==> src/rtl/tower_mul_pkg.sv <==
package tower_mul_pkg;

  localparam int unsigned TOWER_MAX_WIDTH = 128;

  // legal element widths: powers of two from 1 up to the maximum
  function automatic bit tower_width_ok(int unsigned w);
    return (w >= 1) && (w <= TOWER_MAX_WIDTH) && ((w & (w - 1)) == 0);
  endfunction

endpackage

==> src/rtl/tower_mul_gen.sv <==
// Multiplies x_i by the element whose only set bit is W/2 (top generator
// of a W-bit tower element), using the relation X*X = X*X' + 1.
module tower_mul_gen #(
  parameter int unsigned W = 2
) (
  input  logic [W-1:0] x_i,
  output logic [W-1:0] z_o
);

  localparam int unsigned H = W / 2;
  localparam logic [W-1:0] UNIT = W'(1);
  localparam logic [W-1:0] GEN  = UNIT << H;

  generate
    if (W == 2) begin : g_base
      // X0*(x0 + x1*X0) = x1 + X0*(x0 ^ x1)
      assign z_o = {x_i[0] ^ x_i[1], x_i[1]};
    end else begin : g_rec
      logic [H-1:0] hi_gen;
      tower_mul_gen #(.W(H)) u_sub (
        .x_i (x_i[W-1:H]),
        .z_o (hi_gen)
      );
      assign z_o = {x_i[H-1:0] ^ hi_gen, x_i[W-1:H]};
    end
  endgenerate

  always_comb begin : chk_gen
    if (x_i == UNIT)
      p_unit_gen_r8: assert (z_o == GEN)
        else $error("generator stage: 1 did not map to generator");
    if (x_i != '0)
      p_nonzero_r3: assert (z_o != '0)
        else $error("generator stage: nonzero input gave zero");
  end

endmodule

==> src/rtl/tower_mul_core.sv <==
// Recursive Karatsuba tower multiplier core.
module tower_mul_core #(
  parameter int unsigned W = 2
) (
  input  logic [W-1:0] x_i,
  input  logic [W-1:0] y_i,
  output logic [W-1:0] z_o
);

  generate
    if (W == 1) begin : g_leaf
      assign z_o = x_i & y_i;
    end else begin : g_node
      localparam int unsigned H = W / 2;

      logic [H-1:0] x_lo, x_hi, y_lo, y_hi;
      logic [H-1:0] x_sum, y_sum;
      logic [H-1:0] prod_lo, prod_hi, prod_mid;

      assign x_lo  = x_i[H-1:0];
      assign x_hi  = x_i[W-1:H];
      assign y_lo  = y_i[H-1:0];
      assign y_hi  = y_i[W-1:H];
      assign x_sum = x_lo ^ x_hi;
      assign y_sum = y_lo ^ y_hi;

      tower_mul_core #(.W(H)) u_lo (
        .x_i (x_lo),
        .y_i (y_lo),
        .z_o (prod_lo)
      );

      tower_mul_core #(.W(H)) u_hi (
        .x_i (x_hi),
        .y_i (y_hi),
        .z_o (prod_hi)
      );

      tower_mul_core #(.W(H)) u_mid (
        .x_i (x_sum),
        .y_i (y_sum),
        .z_o (prod_mid)
      );

      if (W == 2) begin : g_pair
        assign z_o = {prod_mid ^ prod_lo, prod_lo ^ prod_hi};
      end else begin : g_wide
        logic [H-1:0] prod_hi_gen;
        tower_mul_gen #(.W(H)) u_gen (
          .x_i (prod_hi),
          .z_o (prod_hi_gen)
        );
        assign z_o = {prod_lo ^ prod_hi ^ prod_mid ^ prod_hi_gen,
                      prod_lo ^ prod_hi};
      end

      always_comb begin : chk_core
        if (x_hi == '0 && y_hi == '0)
          p_subfield_r9: assert (z_o[W-1:H] == '0)
            else $error("core: subfield product left its subfield");
      end
    end
  endgenerate

endmodule

==> src/rtl/tower_mul.sv <==
module tower_mul #(
  parameter int unsigned WIDTH = 32
) (
  input  logic [WIDTH-1:0] a_i,
  input  logic [WIDTH-1:0] b_i,
  output logic [WIDTH-1:0] p_o
);

  localparam logic [WIDTH-1:0] UNIT = WIDTH'(1);

  generate
    if (!tower_mul_pkg::tower_width_ok(WIDTH)) begin : g_bad_width
      $error("tower_mul: WIDTH must be a power of two from 1 to 128");
    end
  endgenerate

  tower_mul_core #(.W(WIDTH)) u_core (
    .x_i (a_i),
    .y_i (b_i),
    .z_o (p_o)
  );

  always_comb begin : chk_top
    if (a_i == UNIT)
      p_identity_a_r4: assert (p_o == b_i)
        else $error("top: 1*b differs from b");
    if (b_i == UNIT)
      p_identity_b_r4: assert (p_o == a_i)
        else $error("top: a*1 differs from a");
    if (a_i == '0 || b_i == '0)
      p_zero_r7: assert (p_o == '0)
        else $error("top: zero operand gave nonzero product");
  end

endmodule

==> config.mk <==
export PLATFORM = sky130hd
export DESIGN_NAME = tower_mul
export DESIGN_NICKNAME = d
export VERILOG_FILES = /design/src/rtl/tower_mul_pkg.sv /design/src/rtl/tower_mul_gen.sv /design/src/rtl/tower_mul_core.sv /design/src/rtl/tower_mul.sv
export SDC_FILE = /design/constraint.sdc
export NUM_CORES = 1
export LEC_CHECK = 0
export ABC_AREA = 1
export BUFFER_PORTS_ARGS = -buffer_cell sky130_fd_sc_hd__buf_2
export CAP_MARGIN = 5
export CORE_AREA = 2 2 301 244
export DETAILED_ROUTE_END_ITERATION = 8
export DIE_AREA = 0 0 303 246
export GPL_TIMING_DRIVEN = 1
export PLACE_DENSITY = 0.57
export SETUP_SLACK_MARGIN = 0.15
export SLEW_MARGIN = 40
export SYNTH_ARGS = -nofsm -noshare
export SYNTH_HDL_FRONTEND = slang
export SYNTH_HIERARCHICAL = 1
export SYNTH_SLANG_ARGS = --single-unit
==> constraint.sdc <==
create_clock -name vclk -period 3.57
set_clock_uncertainty 0.1 [all_clocks]
set_input_delay 0.1785 -clock vclk [all_inputs]
set_output_delay 0.1785 -clock vclk [all_outputs]
set_load 0.005 [all_outputs]
==> impl_metrics.ini, run 1 <==
[final_layout]
final_cells = 6483
nFlopsAndLatches = 0
layout_commonest_cell = nand2_1
layout_common_cells = 2,760 x nand2_1, 1,438 x inv_1, 450 x buf_4
register_area_um2 = 0
fillers = 7745
drive_above_1_share = 0.202
clkbuf_count = 0
nNetsFinal = 5604
areaGrowthSynthToFinish_pct = 37.7
antennaDiodeCount = 0

[floorplan]
chipWidth_um = 303
coreArea_um2 = 71500
dieHeight_um = 246
die-area_um2 = 74500
initial_core_util = 0.298
num_io_pins = 96
row_count = 88

[setup_path]
cp.required_ps = 3290
cp_slowest_cell = xor2_4
cp-endpoint = p_o[28]
cp_data_arrival_time_ps = 3820
critPathMaxFanout = 6
crit_start = a_i[29]
crit_path_end_kind = output pin
slowest_delay_ps = 180
crit_path_frequent_cell = nand2_1
critical_path_class = in -> out
critPathLaunchType = primary input

[power_and_ir_drop]
p_leak_nw = 20.5
switching_share = 0.560
p_int_mw = 13.4
ir_worst_vdd_mv = 0.982
seq_power_share = 0
p_sw_mw = 17.1
pwr-share-clk = 0
power_density_nw_per_um2 = 1040
power_frac_comb = 1.000

[yosys]
yosysUniqueCellTypes = 8
synth_top_cell_by_area = nand2_1
syn_area_um2 = 21300
ys_seq_area_frac = 0
synth_area_leaders = nand2_1 52%, inv_1 26%, xor2_1 11%
synth_nets = 5086
yosys_warnings = 6
synth.top_cell.area_share = 0.522
syn_inst = 5022
synth_area_per_cell_um2 = 4.24

[placed_design]
gp_congestion = 0.863
io_buffers = 96
dp.cells = 6442
dp_hpwl_um = 55200

[grt]
grt_usage = 0.168
grt_max_degree = 9
grt_pass1_wl_um = 105000
grt_pass1_vias = 22500
gr-total-overflow = 0
antenna_found_initial = 0

[routing]
wl_um = 63100
vias = 25400
routedWlPerCell_um = 9.74
drt_iter0_drc = 1350
drc_errors = 6
firstDrtPassIters = 7
route.antenna.remaining_nets = 0
vias_per_cell = 3.91

[timing]
rsz0062_at_grt = yes
finalWorstSetupSlack_ps = -533
fin_crit_sh = 1.15
max-slew-margin-rel = 0.757
slew_viol_final = 0
period_needed_ps = 4100
finalHoldViolations = 0
setup_violations = 14
worst_pin_slew_ps = 363
timing.setup.tns_ps = -5220
fmaxAchievable_mhz = 244

[min_path]
hold_path.class = in -> out

[flow_run]
maxCapViolations = 0

[run_status]
status = complete, but fails checks
violations = DRC, setup timing
## power by group through the flow
stage               registers (mW)  logic (mW)  clock network, mW
floorplan                        0        18.1                  0
global placement                 0        25.1                  0
detailed placement               0        25.6                  0
CTS                              0        28.5                  0
global route                     0        34.8                  0
finish                           0        30.5                  0
## routing by layer
layer	vias to the layer above	global-route usage	share of wire
met5	-	0	0
met4	0	0.0164	0.012
met3	35	0.00273	0.026
met2	275	0.285	0.44
met1	10600	0.244	0.53
li1	14400	-	-
## cells in the mapped netlist
master   count
buf_4       90
inv_1     1497
nand2_1   2965
nand2_2     54
nor2_1      13
nor2_2      13
xnor2_1    130
xor2_1     260
## final cells by class
cell class / count / area, um2 / share of cell area
Tap cell: 945 / 1180 / 0.0403
Multi-Input combinational cell: 3435 / 17500 / 0.597
Timing Repair Buffer: 606 / 4990 / 0.170
Inverter: 1497 / 5640 / 0.192
## logic make-up after synthesis
logic type	share of synthesized area
xor+xnor	0.160
buf+inv	0.295
simple gates	0.544
## worst min-delay path by stage
| stage | from | endpoint | slack (ps) | cells past startpoint |
|---|---|---|---|---|
| after detailed placement | a_i[1] | p_o[1] | 1670 | 16 |
| after floorplan | b_i[1] | p_o[0] | 980 | 12 |
| after global placement | a_i[1] | p_o[1] | 1640 | 16 |
| final | a_i[1] | p_o[8] | 1580 | 16 |
| after CTS | a_i[1] | p_o[1] | 1640 | 16 |
| after global routing | a_i[1] | p_o[1] | 1760 | 16 |
## timing repair
item,4_1_cts,5_1_grt
gates resized for setup,369,291
pin swaps,90,141
hold buffers,0,0
endpoints found under the hold margin,0,0
setup buffers,26,15
endpoints found under the setup margin,22,28
## critical path, delay by kind of cell
family,cells,cell delay [ps]
and+or+nand+nor,27,1860
buffers and inverters,18,1310
xor gates and xnor gates,3,470
## per-stage QoR
stage / area [um2] / util / power [mW] / hold slack [ps] / setup slack (ps)
3_5_place_dp: 26000 / 0.364 / 25.6 / 1670 / -751
3_3_place_gp: 26000 / 0.364 / 25.1 / 1640 / -700
2_1_floorplan: 21400 / - / 18.1 / 984 / 58.7
4_1_cts: 28100 / 0.393 / 28.5 / 1640 / -441
6_report: 29300 / 0.411 / 30.5 / 1580 / -533
5_1_grt: 29300 / 0.411 / 34.8 / 1760 / -965
No activity file was read; power rests on OpenSTA's default activity.
==> inputs of run 2 (changes only) <==
--- a/config.mk
+++ b/config.mk
@@ -5,14 +5,12 @@
 export SDC_FILE = /design/constraint.sdc
 export NUM_CORES = 1
 export LEC_CHECK = 0
-export ABC_AREA = 1
 export BUFFER_PORTS_ARGS = -buffer_cell sky130_fd_sc_hd__buf_2
-export CAP_MARGIN = 5
-export CORE_AREA = 2 2 301 244
+export CORE_AREA = 2 2 232 188
 export DETAILED_ROUTE_END_ITERATION = 8
-export DIE_AREA = 0 0 303 246
+export DIE_AREA = 0 0 234 190
 export GPL_TIMING_DRIVEN = 1
-export PLACE_DENSITY = 0.57
+export PLACE_DENSITY = 0.58
 export SETUP_SLACK_MARGIN = 0.15
 export SLEW_MARGIN = 40
 export SYNTH_ARGS = -nofsm -noshare
==> impl_metrics.ini, run 2 <==
[run_status]
status = complete, but fails checks
violations = setup timing

[routing]
routedWlPerCell_um = 14.7
drc_errors = 0
vias_per_cell = 3.92
firstDrtPassIters = 4
route.antenna.remaining_nets = 0
vias = 9649
drt_iter0_drc = 277
wl_um = 36200

[final_layout]
layout_commonest_cell = xor2_1
areaGrowthSynthToFinish_pct = 54.8
final_cells = 2460
clkbuf_count = 0
layout_common_cells = 556 x xor2_1, 428 x buf_4, 226 x and2_1
nNetsFinal = 1966
drive_above_1_share = 0.483
antennaDiodeCount = 0
register_area_um2 = 0
nFlopsAndLatches = 0

[timing]
finalWorstSetupSlack_ps = -1120
worst_pin_slew_ps = 601
setup_violations = 20
rsz0062_at_grt = yes
timing.setup.tns_ps = -11410
max-slew-margin-rel = 0.599
fmaxAchievable_mhz = 213
fin_crit_sh = 1.31
slew_viol_final = 0
finalHoldViolations = 0
period_needed_ps = 4690

[setup_path]
cp_data_arrival_time_ps = 4410
critPathMaxFanout = 5
crit_path_end_kind = output pin
cp.required_ps = 3290
critical_path_class = in -> out
critPathLaunchType = primary input

[yosys]
syn_inst = 1397
yosysUniqueCellTypes = 5
synth_top_cell_by_area = xor2_1
yosysMostFrequentCell = xor2_1
synth_fa_ha_area_frac = 0
synth.mux.area_fraction = 0
synth-compound-area-share = 0
synth_nets = 1461
ys_seq_area_frac = 0
yosys.area_share.simple = 0.122
synth_top_family_by_area = XOR/XNOR gates
synth.top_cell.area_share = 0.473
synth_commonest_cells = 674 x xor2_1, 260 x xnor2_1, 243 x and2_1
synth_area_per_cell_um2 = 8.94
synth_xor_area_frac = 0.824
syn_area_um2 = 12500
synth_area_leaders = xor2_1 47%, xnor2_1 18%, xor2_2 17%
yosys_warnings = 6

[floorplan]
die-area_um2 = 44500
chipWidth_um = 234
dieHeight_um = 190
num_io_pins = 96
coreArea_um2 = 42500
row_count = 68
initial_core_util = 0.294

[placed_design]
io_buffers = 96
dp.cells = 2427
dp_hpwl_um = 32300
gp_congestion = 0.894

[min_path]
hold_path.class = in -> out

[grt]
grt_pass1_vias = 10100
grt_max_degree = 6
grt_usage = 0.158
gr-total-overflow = 0
antenna_found_initial = 0
grt_pass1_wl_um = 54900

[clock_tree]
postCtsHoldBufs = 0

[flow_run]
maxCapViolations = 0
==> run 2: repair_timing <==
| item | 4_1_cts | 5_1_grt |
|---|---|---|
| gates cloned | 0 | 0 |
| setup endpoints to repair | 27 | 29 |
| pin swaps | 42 | 73 |
| buffers inserted | 22 | 11 |
| resized for setup | 180 | 168 |
==> run 2: per-stage QoR <==
stage | cell area (um2) | utilization | hold WS, ps | setup WS, ps
global placement | 16700 | 0.394 | 1660 | -1110
detailed placement | 16700 | 0.394 | 1670 | -1150
global route | 19300 | 0.455 | 1780 | -1440
finish | 19300 | 0.455 | 1710 | -1120
floorplan | 12600 | - | 1070 | -724
CTS | 18100 | 0.426 | 1680 | -1070
==> run 2: cells by family (layout without fill, tap and decap cells) <==
kind of cell           count (synthesis)  after routing
AND/OR/NAND/NOR                      243            243
XOR/XNOR                            1064           1064
buffers and inverters                 90            593
==> run 2: critical path, cell delays in order <==
cell and delay, ps:
buf_6 110, buf_4 160, xor2_1 170, and2_4 190
xor2_4 210, xor2_4 190, xnor2_2 150, xor2_1 200
xor2_1 220, xnor2_1 140, buf_4 160, xnor2_4 120
xor2_1 190, xor2_1 180, xor2_1 250, xnor2_2 130
xnor2_2 160, buf_4 150, buf_6 110, xor2_2 160
xor2_1 210, xor2_1 200, xnor2_1 160, xnor2_1 150
buf_2 140
==> run 2: routing by layer <==
| layer | share of wire | vias up | global-route usage |
|---|---|---|---|
| li1 | - | 4927 | - |
| met1 | 0.50 | 4571 | 0.237 |
| met2 | 0.46 | 133 | 0.262 |
| met3 | 0.031 | 18 | 0.00270 |
| met4 | 0.0077 | 0 | 0.00949 |
| met5 | 0 | - | 0 |
==> run 2: path summary, 6_finish.rpt <==
check	startpoint	endpoint	slack (ps)	cells after the start
max	b_i[29]	p_o[30]	-1120	25
min	a_i[1]	p_o[0]	1710	9
==> run 2: final cells by class <==
cell class	instances	area, um2
fill	3932	23100
multi-input combinational	1307	13800
timing repair buffer	593	4810
tap	560	701
Power of run 2 is left out: the tool's default activity adds up to more than one toggle a clock period on the data nets, which glitch-free logic cannot reach.
